## src/rtl/uart_tx_pkg.sv

```systemverilog
package uart_tx_pkg;

  typedef enum logic [2:0] {
    ST_IDLE,
    ST_START,
    ST_DATA,
    ST_PARITY,
    ST_STOP
  } tx_state_e;

  typedef struct packed {
    logic seven_bits;
    logic parity_en;
    logic parity_odd;
    logic two_stop;
    logic os8;
  } tx_cfg_t;

endpackage

```

## src/rtl/tx_char_fifo.sv

```systemverilog
module tx_char_fifo #(
  parameter int DEPTH  = 16,
  parameter int DATA_W = 8,
  localparam int PTR_W = $clog2(DEPTH),
  localparam int CNT_W = $clog2(DEPTH + 1)
) (
  input  logic              clk,
  input  logic              rst_n,
  input  logic              push,
  input  logic [DATA_W-1:0] push_data,
  input  logic              pop,
  output logic [DATA_W-1:0] head_data,
  output logic [CNT_W-1:0]  count,
  output logic              full,
  output logic              empty
);

  logic [DATA_W-1:0] mem [DEPTH];
  logic [PTR_W-1:0]  wr_ptr, rd_ptr;
  logic              do_push, do_pop;

  assign full      = (count == CNT_W'(DEPTH));
  assign empty     = (count == '0);
  assign do_push   = push && !full;
  assign do_pop    = pop && !empty;
  assign head_data = mem[rd_ptr];

  always_ff @(posedge clk) begin
    if (do_push) mem[wr_ptr] <= push_data;
  end

  always_ff @(posedge clk or negedge rst_n) begin
    if (!rst_n) begin
      wr_ptr <= '0;
      rd_ptr <= '0;
      count  <= '0;
    end else begin
      if (do_push) wr_ptr <= (wr_ptr == PTR_W'(DEPTH - 1)) ? '0 : wr_ptr + 1'b1;
      if (do_pop)  rd_ptr <= (rd_ptr == PTR_W'(DEPTH - 1)) ? '0 : rd_ptr + 1'b1;
      case ({do_push, do_pop})
        2'b10:   count <= count + 1'b1;
        2'b01:   count <= count - 1'b1;
        default: count <= count;
      endcase
    end
  end

endmodule

```

## src/rtl/tx_bit_timer.sv

```systemverilog
module tx_bit_timer #(
  parameter int OS_W = 4,
  localparam logic [OS_W-1:0] LAST_FULL = {OS_W{1'b1}},
  localparam logic [OS_W-1:0] LAST_HALF = {1'b0, {(OS_W-1){1'b1}}}
) (
  input  logic clk,
  input  logic rst_n,
  input  logic clear,
  input  logic os_tick,
  input  logic half_rate,
  output logic bit_end
);

  logic [OS_W-1:0] os_cnt;
  logic [OS_W-1:0] last;

  assign last    = half_rate ? LAST_HALF : LAST_FULL;
  assign bit_end = !clear && os_tick && (os_cnt == last);

  always_ff @(posedge clk or negedge rst_n) begin
    if (!rst_n)          os_cnt <= '0;
    else if (clear)      os_cnt <= '0;
    else if (bit_end)    os_cnt <= '0;
    else if (os_tick)    os_cnt <= os_cnt + 1'b1;
  end

endmodule

```

## src/rtl/tx_framer.sv

```systemverilog
module tx_framer
  import uart_tx_pkg::*;
#(
  parameter int DATA_W = 8,
  localparam int IDX_W = $clog2(DATA_W)
) (
  input  logic              clk,
  input  logic              rst_n,
  input  tx_cfg_t           cfg,
  input  logic              have_data,
  input  logic [DATA_W-1:0] head_data,
  input  logic              cts_n,
  input  logic              bit_end,
  output logic              take,
  output logic              timer_clear,
  output logic              txd,
  output logic              busy
);

  tx_state_e         state;
  logic [DATA_W-1:0] shreg;
  logic [DATA_W-1:0] masked;
  logic [IDX_W-1:0]  bit_idx;
  logic [IDX_W-1:0]  last_idx;
  logic              par_q;
  logic              stop2_q;
  logic              txd_q;

  assign take        = (state == ST_IDLE) && have_data && !cts_n;
  assign timer_clear = (state == ST_IDLE);
  assign busy        = (state != ST_IDLE);
  assign txd         = txd_q;
  assign last_idx    = cfg.seven_bits ? IDX_W'(DATA_W - 2) : IDX_W'(DATA_W - 1);
  assign masked      = cfg.seven_bits ? {1'b0, head_data[DATA_W-2:0]} : head_data;

  always_ff @(posedge clk or negedge rst_n) begin
    if (!rst_n) begin
      state   <= ST_IDLE;
      txd_q   <= 1'b1;
      shreg   <= '0;
      bit_idx <= '0;
      par_q   <= 1'b0;
      stop2_q <= 1'b0;
    end else begin
      case (state)
        ST_IDLE: begin
          txd_q <= 1'b1;
          if (take) begin
            state   <= ST_START;
            txd_q   <= 1'b0;
            shreg   <= masked;
            par_q   <= (^masked) ^ cfg.parity_odd;
            bit_idx <= '0;
            stop2_q <= 1'b0;
          end
        end
        ST_START: if (bit_end) begin
          state <= ST_DATA;
          txd_q <= shreg[0];
          shreg <= shreg >> 1;
        end
        ST_DATA: if (bit_end) begin
          if (bit_idx == last_idx) begin
            if (cfg.parity_en) begin
              state <= ST_PARITY;
              txd_q <= par_q;
            end else begin
              state <= ST_STOP;
              txd_q <= 1'b1;
            end
          end else begin
            bit_idx <= bit_idx + 1'b1;
            txd_q   <= shreg[0];
            shreg   <= shreg >> 1;
          end
        end
        ST_PARITY: if (bit_end) begin
          state <= ST_STOP;
          txd_q <= 1'b1;
        end
        ST_STOP: if (bit_end) begin
          if (cfg.two_stop && !stop2_q) stop2_q <= 1'b1;
          else                          state   <= ST_IDLE;
        end
        default: state <= ST_IDLE;
      endcase
    end
  end

endmodule

```

## src/rtl/uart_fifo_tx.sv

```systemverilog
module uart_fifo_tx
  import uart_tx_pkg::*;
#(
  parameter int DEPTH  = 16,
  parameter int DATA_W = 8,
  parameter int OS_W   = 4,
  localparam int CNT_W = $clog2(DEPTH + 1)
) (
  input  logic              clk,
  input  logic              rst_n,
  input  logic              in_valid,
  output logic              in_ready,
  input  logic [DATA_W-1:0] in_data,
  output logic [CNT_W-1:0]  fill_count,
  output logic              fifo_full,
  input  logic              cfg_seven_bits,
  input  logic              cfg_parity_en,
  input  logic              cfg_parity_odd,
  input  logic              cfg_two_stop,
  input  logic              cfg_os8,
  input  logic              os_tick,
  input  logic              cts_n,
  output logic              txd,
  output logic              tx_busy
);

  tx_cfg_t           cfg;
  logic [DATA_W-1:0] head_data;
  logic              empty;
  logic              take;
  logic              timer_clear;
  logic              bit_end;

  assign cfg = '{seven_bits: cfg_seven_bits, parity_en: cfg_parity_en,
                 parity_odd: cfg_parity_odd, two_stop: cfg_two_stop, os8: cfg_os8};
  assign in_ready = !fifo_full;

  tx_char_fifo #(.DEPTH(DEPTH), .DATA_W(DATA_W)) fifo_i (
    .clk       (clk),
    .rst_n     (rst_n),
    .push      (in_valid),
    .push_data (in_data),
    .pop       (take),
    .head_data (head_data),
    .count     (fill_count),
    .full      (fifo_full),
    .empty     (empty)
  );

  tx_bit_timer #(.OS_W(OS_W)) timer_i (
    .clk       (clk),
    .rst_n     (rst_n),
    .clear     (timer_clear),
    .os_tick   (os_tick),
    .half_rate (cfg.os8),
    .bit_end   (bit_end)
  );

  tx_framer #(.DATA_W(DATA_W)) framer_i (
    .clk         (clk),
    .rst_n       (rst_n),
    .cfg         (cfg),
    .have_data   (!empty),
    .head_data   (head_data),
    .cts_n       (cts_n),
    .bit_end     (bit_end),
    .take        (take),
    .timer_clear (timer_clear),
    .txd         (txd),
    .busy        (tx_busy)
  );

endmodule

```

## config.mk

```make
export PLATFORM = sky130hd
export DESIGN_NAME = uart_fifo_tx
export DESIGN_NICKNAME = d
export VERILOG_FILES = /design/src/rtl/uart_tx_pkg.sv /design/src/rtl/tx_char_fifo.sv /design/src/rtl/tx_bit_timer.sv /design/src/rtl/tx_framer.sv /design/src/rtl/uart_fifo_tx.sv
export SDC_FILE = /design/constraint.sdc
export NUM_CORES = 1
export LEC_CHECK = 0
export BUFFER_PORTS_ARGS = -buffer_cell sky130_fd_sc_hd__buf_2
export CAP_MARGIN = 20
export CORE_MARGIN = 1.5
export CORE_UTILIZATION = 35
export DETAILED_ROUTE_END_ITERATION = 6
export PLACE_DENSITY = 0.51
export SLEW_MARGIN = 20
export SYNTH_ARGS = -nofsm -noshare
export SYNTH_HDL_FRONTEND = slang
export SYNTH_SLANG_ARGS = --single-unit
```

## constraint.sdc

```tcl
create_clock -name clk -period 3.65 [get_ports clk]
set_clock_uncertainty 0.05 [all_clocks]
set_input_delay 0 -clock clk [delete_from_list [all_inputs] [get_ports clk]]
set_output_delay 0 -clock clk [all_outputs]
set_load 0.1 [all_outputs]
```

==> qor.csv <==
metric,value,unit
fp.dieW,145,um
antennaDiodeCount,0,
synthTopCellsByCount,"128 x edfxtp_1, 38 x nor2_1, 33 x dfrtp_1",
comb_power_share,37.2,%
cp-end-kind,flop,
ys_ff_latch,162,
floorplan.initialDensity,36.0,%
drive_above_1_share,22.9,%
netlist_top_cells_area,"edfxtp_1 54%, dfrtp_1 12%, mux4_2 8.9%",
coreArea,0.0197,mm2
area_growth,18.3,%
clockBufferDepth,2,
synth_edf_count,128,
yosysTopAreaCellShare,54.3,%
nFillCells,1813,
seqPwrFrac,37.0,%
final_area,0.00838,mm2
power.leakage,3.01,nW
crit_arrival,3.27,ns
setup_viol,0,
antenna_found_initial,0,
status,finished clean,
crit_required,3.91,ns
dpl.hpwl,10100,um
dp.cells,761,
placed_area,0.00763,mm2
avgSynthCellArea,15.1,um2
ant_nets,0,
dr.first_iter.drc_count,226,
postSynth.asyncResetShare,21.0,%
critPathKind,reg -> reg,
fin_crit,3.01,ns
path_max_fanout,14,
start_kind,flop,
place_ws,0.621,ns
route.vias.total,4076,
die_h,145,um
switching_share,36.7,%
nets,558,
synth_top_area_cell,edfxtp_1,
worstMarginPinSlew,1.01,ns
clk_pin_slew,0.06,ns
irDropWorstVdd,0.000335,V
drcViolationCount,0,
grt_pass1_vias,4199,
instances_no_fill,806,
fp.dieArea,0.0211,mm2
drv_cap,0,
yosys_warnings,0,
avgViaCountPerCell,5.06,
syn_nets,497,
root_buffer,clkbuf_16,
port_buffers,26,
cts_tree,built,
power_per_cell_area,842,mW/mm2
wl_per_cell,18.9,um
grt_start_max_net_pins,35,
std_cell_rows,51,
finish.utilization,42.6,%
ys.flop_type,edfxtp_1,
rsz0062_at_grt,false,
synth_area,0.00708,mm2
relSlewSlack,32.6,%
fin_crit_sh,82.4,%
cts_resized,0,
ys_seq_area_share,66.3,%
hold_viol_final,0,
finalSetupTns,0,ns
yosysMostFrequentCell,edfxtp_1,
hp-class,in -> reg,
htreeDepth,4,
power.share.clock,25.8,%
firstDrtPassIters,4,
postSynthCellCount,468,
gp_congestion,0.735,
cts_buffers,17,
p_sw,2.59,mW
drv_slew,0,
totalWireLength,15300,um
synthDistinctLibCells,55,
cts.sinks,162,
max_freq,0.333,GHz
grt_use_total,15.4,%
pin_count,27,
clk_latency,0.42,ns
grt.overflow.total,0,
power.internal,4.46,mW
grt_pass1_wl,24200,um
layout_setup_ws,0.643,ns
-- logic make-up after synthesis --
family	Yosys count	share of synthesized area, %
compound gates	71	6.27
buf+inv	32	2.19
mux	59	13.4
simple gates	115	7.63
xor+xnor	18	2.23
flops	162	66.3
fa+ha+maj	11	1.94
-- flip-flops by register name, indices dropped and copies added, names as in the netlist, 3 cells and up --
register and count:
fifo_i.wr_ptr 4, fifo_i.rd_ptr 4, timer_i.os_cnt 4, framer_i.state 3, fifo_i.count 5, framer_i.bit_idx 3
fifo_i.mem 128, framer_i.shreg 8
-- layout by cell type (no fill, tap or decap), types with 3 or more instances in the layout --
cell type	Yosys	final
nor2b_1	6	6
o21ai_1	5	5
buf_4	3	23
bufinv_16	0	3
xnor2_1	10	10
mux2i_1	26	26
ha_1	11	11
clkbuf_16	0	17
nor2_1	38	38
dfrtp_2	0	6
dfrtp_1	33	27
and3_1	4	4
nand2_1	31	30
nand2b_1	5	5
nor3_1	6	6
and2_1	6	6
xor2_1	8	8
inv_1	7	7
edfxtp_1	128	128
buf_2	6	26
a22oi_1	3	3
clkinvlp_4	0	3
a21oi_1	24	24
a211oi_1	7	7
nand3_1	8	8
dlygate4sd3_1	0	14
o21ai_0	13	13
a21o_1	3	3
mux2_1	3	3
mux4_2	28	28
-- timing repair --
action / in CTS / in global routing
endpoints found under the hold margin: 174 / 0
hold buffers: 14 / 0
setup buffers: 0 / 0
endpoints found under the setup margin: 0 / 0
-- per-layer routing --
layer	part of all wire, %	track usage [%]	wire [um]
met2	47	24.4	7230
met3	4.0	3.93	610
met5	0	0	0
met1	47	20.9	7220
met4	1.3	4.69	199
-- final timing paths --
kind                       cells past startpoint              start  slack (ns)                to
max                                           13  framer_i.state[1]        0.64   fifo_i.count[4]
min                                            4           in_valid        0.04  fifo_i.wr_ptr[1]
max reg2reg                                   13  framer_i.state[1]        0.64   fifo_i.count[4]
min reg2reg                                    2     framer_i.par_q        0.44    framer_i.par_q
max in group asynchronous                      2              rst_n        2.86   fifo_i.count[2]
min in group asynchronous                      2              rst_n        0.15   fifo_i.count[3]
-- through the flow --
stage	hold WS (ns)	power, mW
after floorplan	-0.346	4.63
after global placement	0.0770	5.24
after detailed placement	0.0797	5.29
after CTS	0.0232	7.14
after global routing	0.0396	7.46
final	0.0437	7.05
-- layout make-up --
type | instances | area (um2) | share of cell area [%]
tap | 265 | 332 | 3.96
clock inverter | 14 | 179 | 2.14
multi-input combinational | 274 | 2240 | 26.7
clock buffer | 17 | 425 | 5.08
timing repair buffer | 64 | 463 | 5.53
inverter | 10 | 37.5 | 0.448
sequential | 162 | 4700 | 56.1
-- power groups by stage --
stage                     clock network [mW]  logic (mW)  registers [mW]
after floorplan                            0        1.91            2.72
after global placement                     0        2.60            2.64
after detailed placement                   0        2.63            2.65
after CTS                               1.87        2.65            2.62
after global routing                    1.92        2.87            2.66
final                                   1.82        2.62            2.61
-- worst max-delay path, stage by stage (launching register included) --
cell and delay (ns):
dfrtp_1 0.52, nor3_2 0.38, inv_2 0.10, or3_1 0.39, inv_2 0.15, ha_1 0.20, xor2_1 0.07, ha_1 0.20
o21ai_0 0.15, a21oi_1 0.08, a21oi_1 0.20, xor2_1 0.18, nor2_1 0.07, xor2_1 0.14
Note: power is estimated with default switching activity, not from simulation.
